File: config.mk
export PLATFORM = sky130hd
export DESIGN_NAME = recal_stepper
export DESIGN_NICKNAME = d
export VERILOG_FILES = /design/src/rtl/recal_pkg.sv /design/src/rtl/recal_step_counter.sv /design/src/rtl/recal_seq.sv /design/src/rtl/recal_stepper.sv
export SDC_FILE = /design/constraint.sdc
export NUM_CORES = 1
export LEC_CHECK = 0
export ABC_AREA = 1
export CORE_MARGIN = 2
export CORE_UTILIZATION = 35
export CTS_CLUSTER_SIZE = 25
export DETAILED_ROUTE_END_ITERATION = 6
export SETUP_SLACK_MARGIN = 0.5
export SYNTH_ARGS = -nofsm -noshare
export SYNTH_HDL_FRONTEND = slang
export SYNTH_SLANG_ARGS = --single-unit
File: constraint.sdc
create_clock -name clk -period 1.6 [get_ports clk]
set_input_delay 0.16 -clock clk [delete_from_list [all_inputs] [get_ports clk]]
set_output_delay 0.16 -clock clk [all_outputs]
set_load 0.01 [all_outputs]
File: src/rtl/recal_pkg.sv
package recal_pkg;

  typedef enum logic {
    ST_IDLE = 1'b0,
    ST_RUN  = 1'b1
  } recal_state_t;

  // Pick one of four pulse limits from the two configuration bits.
  function automatic int step_limit(input logic wide, input logic lng,
                                    input int lim_std, input int lim_long,
                                    input int lim_wide, input int lim_wide_long);
    case ({wide, lng})
      2'b00:   return lim_std;
      2'b01:   return lim_long;
      2'b10:   return lim_wide;
      default: return lim_wide_long;
    endcase
  endfunction

endpackage

File: src/rtl/recal_step_counter.sv
module recal_step_counter #(
  parameter int CNT_W = 12
) (
  input  logic             clk,
  input  logic             rst_n,
  input  logic             clr,
  input  logic             inc,
  input  logic [CNT_W-1:0] limit,
  output logic [CNT_W-1:0] cnt,
  output logic             at_limit
);

  always_ff @(posedge clk or negedge rst_n) begin
    if (!rst_n)   cnt <= '0;
    else if (clr) cnt <= '0;
    else if (inc) cnt <= cnt + 1'b1;
  end

  assign at_limit = (cnt == limit);

  // The count never runs past the selected limit.
  p_cnt_bound_r4: assert property (@(posedge clk) disable iff (!rst_n)
    (!clr && !$past(clr)) |-> (cnt <= limit));

endmodule

File: src/rtl/recal_seq.sv
module recal_seq
  import recal_pkg::*;
(
  input  logic clk,
  input  logic rst_n,
  input  logic start,
  input  logic trk0,
  input  logic tick,
  input  logic at_limit,
  output logic busy,
  output logic step,
  output logic done,
  output logic err,
  output logic accept_evt,
  output logic step_evt,
  output logic ok_evt
);

  recal_state_t state;
  logic         fail_evt;

  assign busy       = (state == ST_RUN);
  assign accept_evt = !busy && start;
  assign step_evt   = busy && !trk0 && tick && !at_limit;
  assign fail_evt   = busy && !trk0 && tick && at_limit;
  assign ok_evt     = (accept_evt && trk0) || (busy && trk0);

  always_ff @(posedge clk or negedge rst_n) begin
    if (!rst_n) begin
      state <= ST_IDLE;
      step  <= 1'b0;
      done  <= 1'b0;
      err   <= 1'b0;
    end else begin
      step <= step_evt;
      done <= ok_evt;
      err  <= fail_evt;
      if (accept_evt && !trk0)     state <= ST_RUN;
      else if (ok_evt || fail_evt) state <= ST_IDLE;
    end
  end

  // A step pulse always answers a tick seen while busy.
  p_step_needs_tick_r3: assert property (@(posedge clk) disable iff (!rst_n)
    step |-> ($past(tick) && $past(busy)));

  // The two endings are exclusive and leave the block idle.
  p_end_exclusive_r8: assert property (@(posedge clk) disable iff (!rst_n)
    !(done && err));

  p_idle_at_end_r8: assert property (@(posedge clk) disable iff (!rst_n)
    (done || err) |-> !busy);

  // Track zero while running ends the operation successfully.
  p_trk0_ends_r5: assert property (@(posedge clk) disable iff (!rst_n)
    (busy && trk0) |=> (done && !step));

endmodule

File: src/rtl/recal_stepper.sv
module recal_stepper #(
  parameter int CNT_W         = 12,
  parameter int TRK_W         = 12,
  parameter int TRK_STD_W     = 8,
  parameter int LIM_STD       = 85,
  parameter int LIM_LONG      = 255,
  parameter int LIM_WIDE      = 3925,
  parameter int LIM_WIDE_LONG = 4095
) (
  input  logic             clk,
  input  logic             rst_n,
  input  logic             start_i,
  input  logic             wide_i,
  input  logic             long_i,
  input  logic             trk0_i,
  input  logic             tick_i,
  output logic             step_o,
  output logic             dir_o,
  output logic             busy_o,
  output logic             done_o,
  output logic             err_o,
  output logic [TRK_W-1:0] track_o
);

  localparam int HI_W = TRK_W - TRK_STD_W;

  logic             wide_q, long_q;
  logic [TRK_W-1:0] track_q;
  logic [CNT_W-1:0] limit, cnt;
  logic             at_limit, accept_evt, step_evt, ok_evt;

  always_ff @(posedge clk or negedge rst_n) begin
    if (!rst_n) begin
      wide_q <= 1'b0;
      long_q <= 1'b0;
    end else if (accept_evt) begin
      wide_q <= wide_i;
      long_q <= long_i;
    end
  end

  assign limit = CNT_W'(recal_pkg::step_limit(wide_q, long_q, LIM_STD,
                                              LIM_LONG, LIM_WIDE, LIM_WIDE_LONG));

  recal_step_counter #(.CNT_W(CNT_W)) u_cnt (
    .clk(clk), .rst_n(rst_n), .clr(accept_evt), .inc(step_evt),
    .limit(limit), .cnt(cnt), .at_limit(at_limit)
  );

  recal_seq u_seq (
    .clk(clk), .rst_n(rst_n), .start(start_i), .trk0(trk0_i), .tick(tick_i),
    .at_limit(at_limit), .busy(busy_o), .step(step_o), .done(done_o),
    .err(err_o), .accept_evt(accept_evt), .step_evt(step_evt), .ok_evt(ok_evt)
  );

  always_ff @(posedge clk or negedge rst_n) begin
    if (!rst_n)      track_q <= '1;
    else if (ok_evt) track_q <= '0;
  end

  assign dir_o   = busy_o;
  assign track_o = wide_q ? track_q : {{HI_W{1'b0}}, track_q[TRK_STD_W-1:0]};

  // The success pulse is seen together with a zero track register.
  p_track_zero_r6: assert property (@(posedge clk) disable iff (!rst_n)
    done_o |-> (track_o == '0));

  // An error only follows a tick taken with the limit already used up.
  p_err_at_limit_r4: assert property (@(posedge clk) disable iff (!rst_n)
    err_o |-> ($past(cnt) == $past(limit)));

  // An error ending never touches the track register.
  p_err_keeps_track_r6: assert property (@(posedge clk) disable iff (!rst_n)
    err_o |-> $stable(track_q));

endmodule

==> impl_metrics.json <==
{
  "synth.yosys.seq_area_share_pct": 37.4,
  "fmaxAchievable_mhz": 740,
  "die_x_um": 64.4,
  "hold_violations": 0,
  "synth_seq_cells": 19,
  "die_h_um": 64.4,
  "path_max_fanout": 4,
  "htree_num_levels": 1,
  "required_ns": 1.44,
  "syn_area_per_cell_um2": 7.05,
  "root_buffer": "clkbuf_4",
  "dieArea_um2": 4150,
  "cell_internal_pwr_uw": 666,
  "slowest_stage": "dfstp_2",
  "p_switching_uw": 255,
  "busiest_layer": "met2",
  "timing.critical_path.mode_cell": "buf_6",
  "drc_errors": 0,
  "leakage_uw": 0.000931,
  "synth_edf_count": 0,
  "reg2regPathDepth": 6,
  "rsz0062_at_grt": "yes",
  "yosys-top-cells-area": "dfrtp_1 (35%), nand2_1 (13%), inv_1 (8.8%)",
  "ios": 24,
  "worst_pin_slew_ns": 0.256,
  "grt_max_degree": 28,
  "outcome": "complete, no violations",
  "ys_types": 21,
  "r2r-end": "u_cnt.cnt[5]",
  "io_buffers": 23,
  "synthMostInstantiatedCell": "nand2_1",
  "grtUsageTotal_pct": 16.5,
  "slew_violations": 0,
  "syn_to_final_growth_pct": 38.2,
  "synth_nets": 189,
  "muxShareOfSynthArea_pct": 0,
  "hold_class": "in -> async",
  "initial_core_util_pct": 37.4,
  "hpwl_mm": 2.16,
  "synth_cells": 181,
  "met3_usage_pct": 1.58,
  "core_area_um2": 3420,
  "synth_xor_area_share_pct": 3.43,
  "gp_congestion": 0.868,
  "first_iter_violations": 37,
  "synth_top_family_by_area": "simple AND/OR/NAND/NOR gates",
  "r2r_setup_slack_ns": 0.25,
  "synthArstFlopShare_pct": 100,
  "ant_nets": 0,
  "post-route-min-period_ns": 1.35,
  "critical_path_arrival_ns": 1.19,
  "n_antenna_cell": 0,
  "netlist_area_um2": 1280,
  "cts_tree": "built",
  "clkLatencyLatePin_ns": 0.30,
  "grt_pass1_vias": 1221,
  "rows": 21,
  "combinationalPowerShare_pct": 17.5,
  "fill_cells": 320,
  "critical_path.top_delay_family": "flip-flops",
  "relSlewSlack_pct": 82.9,
  "cp.depth": 3,
  "critical_path_class": "reg -> out",
  "p_seq_share_pct": 55.4,
  "wl_mm": 3.30,
  "use_met1_pct": 20.3,
  "fin_nets": 221,
  "cts.sinks": 19,
  "path_cells": "buf_6, buf_6, buf_6",
  "synth_fa_ha_area_share_pct": 0.980,
  "cp-end-kind": "output pin",
  "crit_buf_inv": 3,
  "clkPwrFrac_pct": 27.1,
  "fin_crit_sh_pct": 84.5,
  "cts_buffer_depth": 2,
  "peakVddDrop_mv": 0.320,
  "path_clk_slew_ns": 0.11,
  "setup_slack_ns": 0.248,
  "drive_above_1_share_pct": 31.6,
  "synth_common_cells": "nand2_1 (45), inv_1 (30), nand3_1 (20)",
  "vias_per_cell": 4.98,
  "yosysWarningCount": 0,
  "reg2reg_from": "u_cnt.cnt[4]",
  "synth_ff_type": "dfrtp_1",
  "antenna_found_initial": 0,
  "p_per_area_nw_per_um2": 522,
  "grt_overflow": 0,
  "synth_area_leader_cell": "dfrtp_1",
  "setup_viol_count_final": 0,
  "dr.pass1.iters": 4,
  "setup_tns_ns": 0,
  "use_met2_pct": 29.6,
  "cts_buffers": 3,
  "yosysTopAreaCellShare_pct": 35.3,
  "critical-path-max-stage-delay_ns": 0.57,
  "startpoint_type": "register",
  "avgRoutedWirePerCell_um": 12.8,
  "dr_total_vias": 1284,
  "place_ws_ns": 0.152,
  "finClkSkew_ns": 0.000636,
  "yosys.area_share.simple_pct": 38.9,
  "swShare_pct": 27.7,
  "drv_cap": 0,
  "grt_pass1_wl_mm": 5.40,
  "synth_compound_area_share_pct": 1.37
}
[placed cells by master, fill, tap and decap left out, types with 6 or more instances in the layout]
| cell type | count |
|---|---|
| nand2_1 | 42 |
| inv_1 | 25 |
| nand3_1 | 20 |
| buf_6 | 19 |
| nand4_1 | 18 |
| nor2_1 | 13 |
| dfrtp_1 | 13 |
| buf_4 | 11 |
| clkdlybuf4s50_1 | 6 |
[power groups by stage]
stage          Sequential (uW)  Clock [uW]  Combinational, uW
2_1_floorplan              518           0               63.1
3_3_place_gp               520           0                114
3_5_place_dp               520           0                117
4_1_cts                    510         260                128
5_1_grt                    513         275                175
6_report                   511         250                161
[flip-flops by register name, indices dropped and copies added (netlist names)]
register,count
wide_q,1
long_q,1
u_seq.busy,1
u_cnt.cnt,12
u_seq.err,1
u_seq.step,1
track_q,1
u_seq.done,1
[worst max-delay path by stage]
stage | endpoint | from
global placement | track_o[10] | track_q[10]
floorplan | u_cnt.cnt[8] | u_cnt.cnt[3]
global route | u_cnt.cnt[7] | u_cnt.cnt[8]
detailed placement | track_o[8] | track_q[10]
finish | track_o[6] | track_q[10]
CTS | track_o[8] | track_q[10]
[stage by stage]
| stage | total power (uW) | util [%] | instance area, um2 | cells | hold slack, ns |
|---|---|---|---|---|---|
| 3_3_place_gp | 634 | 44.7 | 1530 | 240 | 0.490 |
| 6_report | 921 | 51.6 | 1760 | 258 | 0.180 |
| 5_1_grt | 964 | 51.6 | 1760 | 258 | 0.211 |
| 3_5_place_dp | 637 | 44.7 | 1530 | 240 | 0.501 |
| 4_1_cts | 898 | 48.7 | 1660 | 255 | 0.185 |
| 2_1_floorplan | 582 | - | 1300 | 181 | -0.136 |
[kinds of logic (layout without fill, tap and decap cells)]
kind of cell	Yosys count	count (layout)
AND/OR/NAND/NOR	106	106
buffers and inverters	47	78
flip-flops	19	19
XOR/XNOR	5	5
AO/OA/AOI/OAI	3	3
adder cells (fa/ha/maj)	1	1
[layer usage]
layer	part of all wire [%]	vias to the layer above	wire length [um]
met5	0	-	0
met2	51	33	1670
met4	1.2	0	38
met1	45	613	1470
li1	-	634	-
met3	3.5	4	117
[area by class of cell]
| cell class | count | area [um2] | area share [%] |
|---|---|---|---|
| Clock buffer | 4 | 26.3 | 1.49 |
| Inverter | 31 | 119 | 6.74 |
| Multi-Input combinational cell | 115 | 637 | 36.1 |
| Sequential cell | 19 | 483 | 27.4 |
| Tap cell | 46 | 57.6 | 3.26 |
| Timing Repair Buffer | 43 | 442 | 25.0 |
[repair_timing]
action	in CTS	in global routing
hold buffers	0	0
gates resized for setup	82	26
cloned	0	2
endpoints found under the setup margin	32	33
pin swaps	9	2
setup buffers	11	1
No activity file was read; power rests on OpenSTA's default activity.
